<file path="src/rtl/rcu_pkg.sv">
package rcu_pkg;
  // Ring-index addition: a + b folded once into the range [0, depth).
  function automatic int unsigned wrap_add(int unsigned a, int unsigned b, int unsigned depth);
    int unsigned s;
    s = a + b;
    return (s >= depth) ? s - depth : s;
  endfunction
endpackage

</file>
<file path="src/rtl/rcu_norm.sv">
module rcu_norm #(
  parameter int DEPTH = 16,
  parameter int REQ_W = 6,
  localparam int CNT_W = $clog2(DEPTH + 1)
) (
  input  logic [REQ_W-1:0] req,
  output logic [CNT_W-1:0] size
);
  // Clamp requested entries into 1..DEPTH.
  always_comb begin
    if (req == '0)
      size = CNT_W'(1);
    else if (32'(req) > DEPTH)
      size = CNT_W'(DEPTH);
    else
      size = CNT_W'(req);
  end
endmodule

</file>
<file path="src/rtl/rcu_token_store.sv">
module rcu_token_store #(
  parameter int DEPTH = 16,
  parameter int TAG_W = 8,
  localparam int IDX_W = $clog2(DEPTH),
  localparam int CNT_W = $clog2(DEPTH + 1),
  localparam int TOK_W = IDX_W + 1
) (
  input  logic                          clk,
  input  logic                          rst,
  input  logic                          wr_en,
  input  logic [IDX_W-1:0]              wr_idx,
  input  logic [TAG_W-1:0]              wr_tag,
  input  logic [CNT_W-1:0]              wr_size,
  input  logic                          done_valid,
  input  logic [TOK_W-1:0]              done_token,
  input  logic [DEPTH-1:0]              retire_mask,
  output logic [DEPTH-1:0]              done_vec,
  output logic [DEPTH-1:0][TAG_W-1:0]   tags,
  output logic [DEPTH-1:0][CNT_W-1:0]   sizes
);
  logic [DEPTH-1:0] set_mask;
  logic [DEPTH-1:0] done_next;

  // Token decode: only tokens with top bit clear can match an entry.
  for (genvar g = 0; g < DEPTH; g++) begin : g_dec
    assign set_mask[g] = done_valid && (done_token == TOK_W'(g));
  end

  always_comb begin
    done_next = (done_vec & ~retire_mask) | set_mask;
    if (wr_en) done_next[wr_idx] = 1'b0;
  end

  always_ff @(posedge clk) begin
    if (rst) done_vec <= '0;
    else     done_vec <= done_next;
  end

  always_ff @(posedge clk) begin
    if (wr_en) begin
      tags[wr_idx]  <= wr_tag;
      sizes[wr_idx] <= wr_size;
    end
  end

  // A freshly written entry always starts as not complete.
  p_fresh_pending_r4: assert property (@(posedge clk) disable iff (rst)
    wr_en |=> !done_vec[$past(wr_idx)]);
endmodule

</file>
<file path="src/rtl/rcu_retire_scan.sv">
module rcu_retire_scan #(
  parameter int DEPTH = 16,
  parameter int TAG_W = 8,
  parameter int LANES = 2,
  localparam int IDX_W = $clog2(DEPTH),
  localparam int CNT_W = $clog2(DEPTH + 1)
) (
  input  logic                          clk,
  input  logic                          rst,
  input  logic [IDX_W-1:0]              head,
  input  logic [CNT_W-1:0]              used,
  input  logic [DEPTH-1:0]              done_vec,
  input  logic [DEPTH-1:0][TAG_W-1:0]   tags,
  input  logic [DEPTH-1:0][CNT_W-1:0]   sizes,
  output logic [LANES-1:0]              ret_valid,
  output logic [LANES*TAG_W-1:0]        ret_tag,
  output logic [DEPTH-1:0]              retire_mask,
  output logic [IDX_W-1:0]              head_next,
  output logic [CNT_W-1:0]              ret_total
);
  always_comb begin
    logic [IDX_W-1:0] p;
    logic [CNT_W-1:0] left;
    logic [CNT_W-1:0] n;
    logic             go;
    p = head;
    left = used;
    n = '0;
    go = 1'b1;
    ret_total = '0;
    ret_valid = '0;
    ret_tag = '0;
    retire_mask = '0;
    for (int i = 0; i < LANES; i++) begin
      if (go && left != '0 && done_vec[p]) begin
        ret_valid[i] = 1'b1;
        ret_tag[i*TAG_W +: TAG_W] = tags[p];
        retire_mask[p] = 1'b1;
        n = sizes[p];
        ret_total = ret_total + n;
        left = left - n;
        p = IDX_W'(rcu_pkg::wrap_add(32'(p), 32'(n), DEPTH));
      end else begin
        go = 1'b0;
      end
    end
    head_next = p;
  end

  // Valid lanes are a contiguous group starting at lane 0.
  p_lanes_contig_r6: assert property (@(posedge clk) disable iff (rst)
    ((ret_valid + LANES'(1)) & ret_valid) == '0);
  p_within_used_r7: assert property (@(posedge clk) disable iff (rst)
    ret_total <= used);
endmodule

</file>
<file path="src/rtl/rob_retire_ctrl.sv">
module rob_retire_ctrl #(
  parameter int DEPTH      = 16,
  parameter int TAG_W      = 8,
  parameter int REQ_W      = 6,
  parameter int MAX_RETIRE = 2,
  localparam int IDX_W = $clog2(DEPTH),
  localparam int CNT_W = $clog2(DEPTH + 1),
  localparam int TOK_W = IDX_W + 1,
  localparam int LANES = (MAX_RETIRE == 0 || MAX_RETIRE > DEPTH) ? DEPTH : MAX_RETIRE
) (
  input  logic                   clk,
  input  logic                   rst,
  input  logic                   disp_valid,
  output logic                   disp_ready,
  input  logic [TAG_W-1:0]       disp_tag,
  input  logic [REQ_W-1:0]       disp_slots,
  output logic [TOK_W-1:0]       disp_token,
  input  logic                   exec_valid,
  input  logic [TOK_W-1:0]       exec_token,
  output logic [LANES-1:0]       ret_valid,
  output logic [LANES*TAG_W-1:0] ret_tag,
  output logic [CNT_W-1:0]       free_cnt,
  output logic                   empty
);
  logic [IDX_W-1:0]            head_q, tail_q, head_next;
  logic [CNT_W-1:0]            free_q, size, ret_total, used;
  logic                        fire;
  logic [DEPTH-1:0]            done_vec, retire_mask;
  logic [DEPTH-1:0][TAG_W-1:0] tags;
  logic [DEPTH-1:0][CNT_W-1:0] sizes;

  rcu_norm #(.DEPTH(DEPTH), .REQ_W(REQ_W)) u_norm (
    .req(disp_slots), .size(size));

  assign disp_ready = (free_q >= size);
  assign fire       = disp_valid && disp_ready;
  assign disp_token = {1'b0, tail_q};
  assign used       = CNT_W'(DEPTH) - free_q;
  assign free_cnt   = free_q;
  assign empty      = (free_q == CNT_W'(DEPTH));

  rcu_token_store #(.DEPTH(DEPTH), .TAG_W(TAG_W)) u_store (
    .clk(clk), .rst(rst),
    .wr_en(fire), .wr_idx(tail_q), .wr_tag(disp_tag), .wr_size(size),
    .done_valid(exec_valid), .done_token(exec_token),
    .retire_mask(retire_mask),
    .done_vec(done_vec), .tags(tags), .sizes(sizes));

  rcu_retire_scan #(.DEPTH(DEPTH), .TAG_W(TAG_W), .LANES(LANES)) u_scan (
    .clk(clk), .rst(rst),
    .head(head_q), .used(used), .done_vec(done_vec), .tags(tags), .sizes(sizes),
    .ret_valid(ret_valid), .ret_tag(ret_tag), .retire_mask(retire_mask),
    .head_next(head_next), .ret_total(ret_total));

  always_ff @(posedge clk) begin
    if (rst) begin
      head_q <= '0;
      tail_q <= '0;
      free_q <= CNT_W'(DEPTH);
    end else begin
      head_q <= head_next;
      if (fire) tail_q <= IDX_W'(rcu_pkg::wrap_add(32'(tail_q), 32'(size), DEPTH));
      free_q <= free_q - (fire ? size : CNT_W'(0)) + ret_total;
    end
  end

  p_free_bound_r9: assert property (@(posedge clk) disable iff (rst)
    free_q <= CNT_W'(DEPTH));
  p_stall_hold_r3: assert property (@(posedge clk) disable iff (rst)
    (disp_valid && !disp_ready) |=> $stable(tail_q));
  p_head_done_r5: assert property (@(posedge clk) disable iff (rst)
    ret_valid[0] |-> done_vec[head_q]);
  p_empty_quiet_r10: assert property (@(posedge clk) disable iff (rst)
    empty |-> (ret_valid == '0));
  p_untracked_r8: assert property (@(posedge clk) disable iff (rst)
    (exec_valid && exec_token[TOK_W-1] && !fire && ret_valid == '0) |=> $stable(done_vec));
endmodule

</file>
<file path="config.mk">
export PLATFORM = sky130hd
export DESIGN_NAME = rob_retire_ctrl
export DESIGN_NICKNAME = d
export VERILOG_FILES = /design/src/rtl/rcu_pkg.sv /design/src/rtl/rcu_norm.sv /design/src/rtl/rcu_token_store.sv /design/src/rtl/rcu_retire_scan.sv /design/src/rtl/rob_retire_ctrl.sv
export SDC_FILE = /design/constraint.sdc
export NUM_CORES = 1
export LEC_CHECK = 0
export ABC_AREA = 0
export BUFFER_PORTS_ARGS = -buffer_cell sky130_fd_sc_hd__buf_2
export CAP_MARGIN = 10
export CORE_UTILIZATION = 60
export CTS_BUF_LIST = sky130_fd_sc_hd__clkbuf_4 sky130_fd_sc_hd__clkbuf_8 sky130_fd_sc_hd__clkbuf_16
export CTS_CLUSTER_SIZE = 10
export DETAILED_ROUTE_END_ITERATION = 10
export GPL_TIMING_DRIVEN = 1
export PLACE_DENSITY = 0.78
export SYNTH_ARGS = -nofsm -noshare
export SYNTH_HDL_FRONTEND = slang
export SYNTH_SLANG_ARGS = --single-unit
</file>
<file path="constraint.sdc">
create_clock -name clk -period 12.95 [get_ports clk]
set_input_delay 1.295 -clock clk [delete_from_list [all_inputs] [get_ports clk]]
set_output_delay 1.295 -clock clk [all_outputs]
set_load 0.01 [all_outputs]
</file>
---- Word level (Yosys, flattened, before mapping) ----
Cells that the tools add are included.
storage, ports and cells
  input port bits ......................... 23
  register bits ........................... 237
  output and inout bits ................... 30
  word-level logic and storage cells ...... 149
operators by class
  reduce and logical (&&, ||, !) cells .... 27
  mux-type cells .......................... 42
  add/subtract/negate cells ............... 11
  eq/ne operators ......................... 16
  $lt $le $gt $ge ......................... 11
  bitwise gates (word level) .............. 6
operator list
  cell                                                               count
  bitwise mux 128 bit                                                1
  bitwise mux 80 bit                                                 1
  binary-select mux 8 bit (select 4 bit)                             2
  2-to-1 mux 16 bit                                                  3
  2-to-1 mux 5 bit                                                   9
  binary-select mux 5 bit (select 4 bit)                             2
  == test 5 x 4 -> 1 bit, second input constant                      8
  2-to-1 mux 8 bit                                                   5
  AND 16 bit                                                         2
  demux 8 bit (select 4 bit)                                         1
  NOT 16 bit                                                         2
  OR 16 bit                                                          2
  logical AND 1 bit                                                  23
  demux 5 bit (select 4 bit)                                         1
  == test 5 x 3 -> 1 bit, second input constant                      4
  2-to-1 mux 4 bit                                                   5
  adder 4 x 5 -> 6 bit                                               3
  greater-or-equal comparator 6 x 5 -> 1 bit, second input constant  3
  less-than comparator 4 x 5 -> 1 bit, second input constant         3
  demux 1 bit (select 4 bit)                                         3
  greater-or-equal comparator 4 x 1 -> 1 bit, second input constant  3
  subtractor 4 x 1 -> 4 bit, second input constant                   3
  adder 5 bit                                                        2
  == test 5 x 2 -> 1 bit, second input constant                      2
  other kinds (11)                                                   20

---- Depth between registers and ports, before layout ----
Gate-level depths: netlist (run 1).
  word-level depth ........................ 17
  mapped depth ............................ 31

---- Modules after synthesis ----
A second synthesis (run 1) with hierarchy kept.
unflattened totals
  cell total of the unflattened synthesis .. 1051
  area total of the unflattened synthesis .. 13005.0 µm²
modules (own cells, without submodules)
  module           area an instance (µm²)  cells an instance  times used
  rcu_token_store  7089.3                  304                1
  rcu_retire_scan  4878.4                  629                1
  rob_retire_ctrl  996.0                   111                1
  rcu_norm         41.3                    7                  1

---- Worst setup path after synthesis (run 1) ----
Ideal clock, no wire load.
  kind .................................... register to register
  start point ............................. register head_q[0]
  end point ............................... register free_q[4], in the netlist free_cnt[4]
  data arrival time ....................... 7.409 ns
  required time ........................... 12.836 ns
  setup slack ............................. 5.427 ns
  library setup time ...................... 0.114 ns
  stages on the path, launching flop included .. 30
  cell sequence ........................... dfxtp_1 buf_6 buf_2 buf_1 mux4_2 mux4_2 ha_1 fa_1 nor2_1 mux2i_1 clkbuf_1 clkbuf_1 o22ai_1 a31oi_1 o22ai_1 nor2_1 ha_1 inv_1 fa_1 xor2_1 o21ai_0 fa_1 ha_1 a21o_1 a21oi_1 xnor2_1 xnor2_1 xnor2_1 nand4_1 a21o_1
between the ends
  cells in the longest elaborated chain, start to end .. 11
  elaborated cells between the ends (all ways) .. 24
RTL lines
  element                                                                                           RTL line                                      RTL
  start: declaration                                                                                rob_retire_ctrl.sv:25                         logic [IDX_W-1:0] head_q, tail_q, head_next;
  start signal: assignment                                                                          rob_retire_ctrl.sv:61                         head_q <= head_next;
  binary-select mux 5 bit (select 4 bit)                                                            rcu_retire_scan.sv:39                         n = sizes[p];
  2-to-1 mux 5 bit (not written as such)                                                            rcu_retire_scan.sv:39
  adder 4 x 5 -> 6 bit                                                                              rcu_pkg.sv:5                                  s = a + b;
  greater-or-equal comparator 6 x 5 -> 1 bit or subtractor 4 x 1 -> 4 bit (tied branches)           rcu_pkg.sv:6                                  return (s >= depth) ? s - depth : s;
  2-to-1 mux 4 bit                                                                                  rcu_pkg.sv:6
  2-to-1 mux 4 bit                                                                                  rcu_retire_scan.sv:35                         if (go && left != '0 && done_vec[p]) begin
  binary-select mux 5 bit (select 4 bit) or binary-select mux 1 bit (select 4 bit) (tied branches)  rcu_retire_scan.sv:39, rcu_retire_scan.sv:35
  2-to-1 mux 5 bit (not written as such) or 2-to-1 mux 1 bit (tied branches)                        rcu_retire_scan.sv:39, rcu_retire_scan.sv:35
  adder 5 bit or logical AND 1 bit (tied branches)                                                  rcu_retire_scan.sv:40, rcu_retire_scan.sv:35
  2-to-1 mux 5 bit (*)                                                                              rcu_retire_scan.sv:35
  adder 5 bit (*)                                                                                   rob_retire_ctrl.sv:63                         free_q <= free_q - (fire ? size : CNT_W'(0)) + ret_total;
  end signal: assignment                                                                            rob_retire_ctrl.sv:59                         free_q <= CNT_W'(DEPTH);
  end signal: assignment                                                                            rob_retire_ctrl.sv:63
  end: declaration                                                                                  rob_retire_ctrl.sv:26                         logic [CNT_W-1:0] free_q, size, ret_total, used;
Mark *: on every way between the ends. The rest lies on a longest branch, timed or not. The select of a mux whose other input is x is not followed.
A chain may end at the register's enable or synchronous reset.

---- Worst setup path in the final report (run 1) ----
Same ends and word-level chain as after synthesis.

==> metrics.md, run 1 <==
| Metric | Value |
|---|---|
| First-pass GRT wire length | `51.5 mm` |
| # IOs | `53` |
| Final core utilization | `0.687` |
| Critical Path Start | `head_q[0]` |
| Hold path start | `u_store.done_vec[14]` |
| Slowest CP cell | `mux2_2` |
| Yosys top cell area share | `0.500` |
| Critical Path RT | `13,390 ps` |
| Worst-path fanout max | `49` |
| Worst EP arrival | `8970 ps` |
| Outcome | `finished, final reports clean` |
| Post-synthesis register bit count | `237` |
| DRT iter0 DRCs | `1,288` |
| Setup TNS Final | `0 ps` |
| Rows | `52` |
| Post-Syn Area | `0.0125 sq mm` |
| CTS Buf Count | `28` |
| Cts hold-fix bufs | `0` |
| Count of cell types in the netlist | `69` |
| Worst-margin pin slew | `1240 ps` |
| Vias in the first global route | `9,173` |
| Die Height | `146 um` |
| Final hold slack | `516 ps` |
| Starting Density | `0.616` |
| Syn_area_per_cell | `13.0 sq um` |
| Total clock sinks | `237` |
| WL per Instance | `26.3 um` |
| Placeable core region | `0.0203 sq mm` |
| Drt first pass iters | `8` |
| Fin nets | `1,066` |
| Final Slew Violations | `0` |
| Startpoint Class | `register` |
| Hold Crit Class | `reg2reg` |
| Routed vias/inst | `7.11` |
| Largest net degree at the start of global routing | `68` |
| Crit-path cells | `buf_4 -> mux4_2 -> mux4_2 -> ha_1 -> fa_1 -> nand2b_1 -> mux2_2 -> o22ai_1 -> a31oi_1 -> o22ai_1 -> nor2_1 -> inv_1 -> fa_1 -> xor2_1 -> o21ai_0 -> fa_1 -> ha_1 -> a21o_1 -> a21oi_1 -> xnor2_1 -> xnor2_1 -> xnor2_1 -> nand4_1 -> a21o_1` |
| Clk_skew | `21.3 ps` |
| R2r setup slk | `4430 ps` |
| Die X | `146 um` |
| Critical Path End Type | `register` |
| Number of remaining DRC errors | `0` |
| Gr usage total | `0.321` |
| Post-synth net total | `1,026` |
| Top_reg_cell synth | `edfxtp_1` |
| Max-cap violations | `0` |
| Area of the die | `0.0214 sq mm` |
| RSZ-0062 raised after global routing | `false` |
| ANT nets after route | `0` |
| Hold Fails Final Rpt | `0` |
| Hold depth | `2` |
| CTS root buf | `clkbuf_16` |
| HPWL after DPL | `20.1 mm` |
| CTS max path bufs | `3` |
| IO Port Bufs | `51` |
| Sequential area share after synthesis | `0.546` |
| Clk pin slew, worst setup/hold paths | `60 ps` |
| Vias post-DR | `9,214` |
| Slew Limit Headroom | `0.172` |
| Wirelength, routed | `34.1 mm` |
| Mapped Cells | `964` |
| Crit share post-route | `0.658` |
| Post-synth EDFFs | `208` |
| # Post-CTS Setup Buffers | `0` |
| Hold EP | `u_store.done_vec[14]` |
| Synth top area cells | `edfxtp_1, mux4_2, dfxtp_1` |
| H-tree lvl count | `1` |
| Residual overflow from global routing | `0` |
| Register area | `0.00683 sq mm` |
| Fillers | `1,378` |
| Leading area contributor after synthesis | `edfxtp_1` |
| Setup CP Type | `reg2reg` |
| Final min period | `8520 ps` |
| Ant. Diodes | `0` |
| Highest clock rate | `117 MHz` |
| CP max stage delay | `950 ps` |
| Power density of the placed cells | `203 mW/mm^2` |
| Clock Latency Late Sink | `550 ps` |
| CTS tree | `done` |
| Setup violations, final | `0` |
| Leakage | `4.90 nW` |
| Initial antenna violation count | `0` |
| Worst R2R Start | `head_q[0]` |
| Routability congestion estimate | `0.886` |
| Area of the multi-input gates | `0.00528 sq mm` |
| Path depth of the worst reg2reg path | `24` |
| Most common cell in the synthesized netlist | `edfxtp_1` |
| Area growth from synthesis to layout | `11.6%` |
| Synth cell count leaders | `edfxtp_1, nand2_1, o22ai_1` |
| Post-CTS sizing | `0` |
| Worst reg2reg path endpoint | `free_cnt[4]` |
| Share of cells above drive strength 1 | `0.221` |
| Synth warnings | `0` |
| Asr flop ratio synth | `0` |
| Peak supply drop | `0.116 mV` |
## per-stage QoR
step           setup WS (ps)  std cells  power (mW)  cell area [sq um]
4_1_cts                 4470       1295        2.81              13900
5_1_grt                 3920       1296        2.95              13900
2_1_floorplan           5430        964        2.49              12500
3_3_place_gp            4610       1243        2.04              13000
3_5_place_dp            4520       1243        2.07              13000
6_report                4430       1296        2.83              13900
## state kept, by name (all words and copies together), names as in the netlist
register and cells:
u_store.done_vec 16, u_store.tags 128, head_q 4, u_store.sizes 80, free_cnt 5, tail_q 4
## cell type report
| class | count | area share |
|---|---|---|
| well taps | 270 | 0.0242 |
| flip-flops and latches | 237 | 0.490 |
| clock buffers | 48 | 0.0614 |
| inverters | 48 | 0.0135 |
| multi-input cells | 618 | 0.379 |
| repair buffers | 71 | 0.0305 |
| clock inverters | 4 | 0.00197 |
## cell usage in the layout, fill, tap and decap left out, types with 6 or more instances in the layout
master,n
edfxtp_1,208
nand2_1,123
o22ai_1,71
mux4_2,61
buf_2,51
a31oi_1,47
inv_1,45
nor2_1,36
ha_1,30
clkbuf_16,28
dfxtp_1,27
mux2i_1,21
clkbuf_4,19
buf_4,19
a211oi_1,17
a21oi_1,17
nor2_2,13
a21o_1,13
o221ai_1,13
and3_1,11
nor2b_1,10
xor2_1,10
xnor2_1,9
a222oi_1,9
fa_1,9
nand2b_1,8
nor3_2,8
nand3_1,7
nor3_1,6
o21ai_0,6
## worst max path at each step
stage | slack (ps) | cells past startpoint | endpoint
global placement | 4610 | 25 | free_cnt[4]
finish | 4430 | 24 | free_cnt[4]
detailed placement | 4520 | 25 | free_cnt[4]
CTS | 4470 | 24 | free_cnt[4]
global route | 3920 | 24 | free_cnt[4]
floorplan | 5430 | 29 | free_cnt[4]
## metal layers
metal	track usage	vias up	share of wire
met2	0.492	744	0.46
met5	0	-	0
met4	0.149	0	0.042
li1	-	3885	-
met3	0.0722	141	0.12
met1	0.439	4444	0.37
## worst max-delay path: cells and delay by family, from the launching register on
kind | cells | cell delay, ps
DFF | 1 | 740
and+or+nand+nor | 3 | 620
muxes | 3 | 2080
xor gates and xnor gates | 4 | 640
adders and majority gates | 5 | 2070
AOI/OAI and AO/OA | 7 | 1390
buffers and inverters | 2 | 850
## cell families after synthesis
family | Yosys count | share of synthesized area
other cells | 1 | 0.000300
fa+ha+maj | 39 | 0.0445
simple gates | 252 | 0.0948
buf+inv | 109 | 0.0364
flops | 237 | 0.546
xor+xnor | 19 | 0.0133
compound gates | 216 | 0.123
mux | 91 | 0.141
## power breakdown
group          leakage, nW  total, mW  switching [mW]  internal (mW)
registers             2.12      0.884          0.0268          0.857
logic                 2.33       1.21           0.751          0.455
clock network        0.451      0.741           0.293          0.448
total                 4.90       2.83            1.07           1.76
Power figures use the tool's default switching activity.
==> run 2: changes to the inputs <==
CORE_UTILIZATION = 56   (was 60)
PLACE_DENSITY = 0.76   (was 0.78)
clock period = 7.75 ns   (was 12.95 ns; I/O delays follow)
==> metrics.md, run 2 (same netlist as run 1, synthesis figures left out) <==
| Metric | Value |
|---|---|
| Initial antenna violation count | `0 (unchanged)` |
| Pint | `3.70 mW (+110%)` |
| Clock Latency Late Sink | `570 ps (+20 ps)` |
| Share of cells above drive strength 1 | `0.242 (+0.0209)` |
| Biggest regs | `u_store.tags (128), u_store.sizes (80), u_store.done_vec (16)` |
| DP Worst Slack | `462 ps (-4060 ps)` |
| Comb power frac | `0.579 (+0.153)` |
| Hold Crit Class | `reg2reg` |
| Residual overflow from global routing | `0 (unchanged)` |
| Hold Fails Final Rpt | `0 (unchanged)` |
| Startpoint Class | `register` |
| CTS tree | `done` |
| Highest clock rate | `137 MHz (+17%)` |
| WL per Instance | `26.4 um (+0.66%)` |
| Final hold slack | `516 ps (+0.139 ps)` |
| Crit share post-route | `0.943 (+0.285)` |
| Vias in the first global route | `9,023 (-1.6%)` |
| Sw Share | `0.432 (+0.0536)` |
| Final min period | `7310 ps (-1220 ps)` |
| Most flop-heavy register | `u_store.tags` |
| Worst EP arrival | `7740 ps (-1230 ps)` |
| Most common cell after layout, fill and taps aside | `edfxtp_1` |
| Clk_skew | `44.2 ps (+22.8 ps)` |
| Register area | `0.00683 sq mm (unchanged)` |
| CTS Buf Count | `28 (unchanged)` |
| Clk pin slew, worst setup/hold paths | `60 ps (about the same)` |
| HPWL after DPL | `22.5 mm (+12%)` |
| Area of the die | `0.0229 sq mm (+7.1%)` |
| Max reg flops | `128 (unchanged)` |
| Final setup margin | `441 ps (-3980 ps)` |
| Wirelength, routed | `35.3 mm (+3.5%)` |
| Gr usage total | `0.315 (-0.00582)` |
| Max-cap violations | `0 (unchanged)` |
| Worst-margin pin slew | `1270 ps (+34.5 ps)` |
| Seq pwr share | `0.233 (-0.079)` |
| Placeable core region | `0.0218 sq mm (+7.5%)` |
| Area growth from synthesis to layout | `13.5%` |
| Commonest cells after routing, fill and taps aside | `edfxtp_1, nand2_1, o22ai_1` |
| Leakage | `5.04 nW (+2.9%)` |
| Ant. Diodes | `0 (unchanged)` |
| Largest net degree at the start of global routing | `31 (-54%)` |
| Vias post-DR | `9,340 (+1.4%)` |
| # IOs | `53 (unchanged)` |
| Worst-path fanout max | `16 (-67%)` |
| Setup TNS Final | `0 ps (unchanged)` |
| Routed vias/inst | `7.01 (-1.4%)` |
| Die Height | `151 um (+3.5%)` |
| Final core utilization | `0.650 (-0.0374)` |
| DRT iter0 DRCs | `1,182 (-8.2%)` |
| Peak supply drop | `0.259 mV (+120%)` |
| Outcome | `finished, final reports clean` |
| Setup CP Type | `reg2reg` |
| First-pass GRT wire length | `52.7 mm (+2.2%)` |
| IO Port Bufs | `51 (unchanged)` |
| Slew Limit Headroom | `0.151 (-0.0209)` |
| Post-CTS sizing | `0 (unchanged)` |
| Setup violations, final | `0 (unchanged)` |
| CTS max path bufs | `3 (unchanged)` |
| Sw Pwr | `2.82 mW (+160%)` |
| Final Slew Violations | `0 (unchanged)` |
| Fillers | `1,534 (+11%)` |
| ANT nets after route | `0 (unchanged)` |
| CTS root buf | `clkbuf_16` |
| Critical Path End Type | `register` |
| Power density of the placed cells | `460 mW/mm^2 (+130%)` |
| Drt first pass iters | `8 (unchanged)` |
| Number of remaining DRC errors | `0 (unchanged)` |
| Clk pwr share | `0.188 (-0.074)` |
| Fin nets | `1,095 (+2.7%)` |
| H-tree lvl count | `1 (unchanged)` |
| Critical Path RT | `8180 ps (-5210 ps)` |
| Starting Density | `0.573 (-0.0430)` |
| Die X | `151 um (+3.5%)` |
| Total clock sinks | `237 (unchanged)` |
| Routability congestion estimate | `0.946 (+6.7%)` |
| Area of the multi-input gates | `0.00528 sq mm (unchanged)` |
| Rows | `54 (+3.8%)` |
==> run 2: changes by cell type in the layout (fill, tap and decap cells not counted), sizes merged <==
| cell | change |
|---|---|
| clkbuf | -2 |
| buf | +29 |
==> run 2: cell type report <==
type | count | area share
tap | 280 | 0.0247
clock buffer | 46 | 0.0589
sequential | 237 | 0.482
inverter | 48 | 0.0132
timing repair buffer | 100 | 0.0459
clock inverter | 4 | 0.00300
multi-input combinational | 618 | 0.372
==> run 2: through the flow <==
stage / cells / instance area, sq um / power [mW]
after floorplan: 964 / 12500 / 4.15
after global placement: 1280 / 13300 / 5.12
final: 1333 / 14200 / 6.52
after CTS: 1331 / 14100 / 6.45
after global routing: 1333 / 14200 / 6.85
after detailed placement: 1281 / 13300 / 5.20
==> run 2: what timing repair did <==
item,CTS,global route
endpoints found under the hold margin,0,0
setup buffers,0,1
setup endpoints to repair,0,1
hold buffers,0,0
==> run 2: power by group through the flow <==
stage / clock [mW] / combinational (mW) / sequential (mW)
global placement: 0 / 3.57 / 1.55
floorplan: 0 / 2.66 / 1.50
CTS: 1.24 / 3.68 / 1.53
finish: 1.23 / 3.77 / 1.52
detailed placement: 0 / 3.65 / 1.56
global route: 1.28 / 4.04 / 1.52
==> run 2: layer usage <==
layer	wire, um	track usage
met5	0	0
met4	1380	0.126
met3	4120	0.0605
met2	16500	0.497
met1	13300	0.431
==> run 2: critical path, cell delays in order, from the launching register on <==
cell	delay [ps]
dfxtp_4	540
buf_4	370
mux4_2	560
mux4_2	530
ha_1	330
a21oi_1	270
xor2_1	180
a31oi_1	110
a31oi_2	410
or2_0	210
buf_4	190
o22ai_1	80
nor2_1	210
ha_1	240
inv_1	80
fa_1	460
xor2_1	190
o21ai_0	250
fa_1	460
ha_1	330
a21o_1	200
a21oi_1	180
xnor2_1	150
xnor2_1	160
xnor2_1	180
nand4_1	120
a21o_1	180
==> run 2: path summary, 6_finish.rpt <==
check                      startpoint             endpoint  slack, ps  cells past startpoint
setup / recovery            head_q[0]          free_cnt[4]        440                     26
hold / removal    u_store.done_vec[6]  u_store.done_vec[6]        520                      2
setup reg to reg            head_q[0]          free_cnt[4]        440                     26
hold reg to reg   u_store.done_vec[6]  u_store.done_vec[6]        520                      2
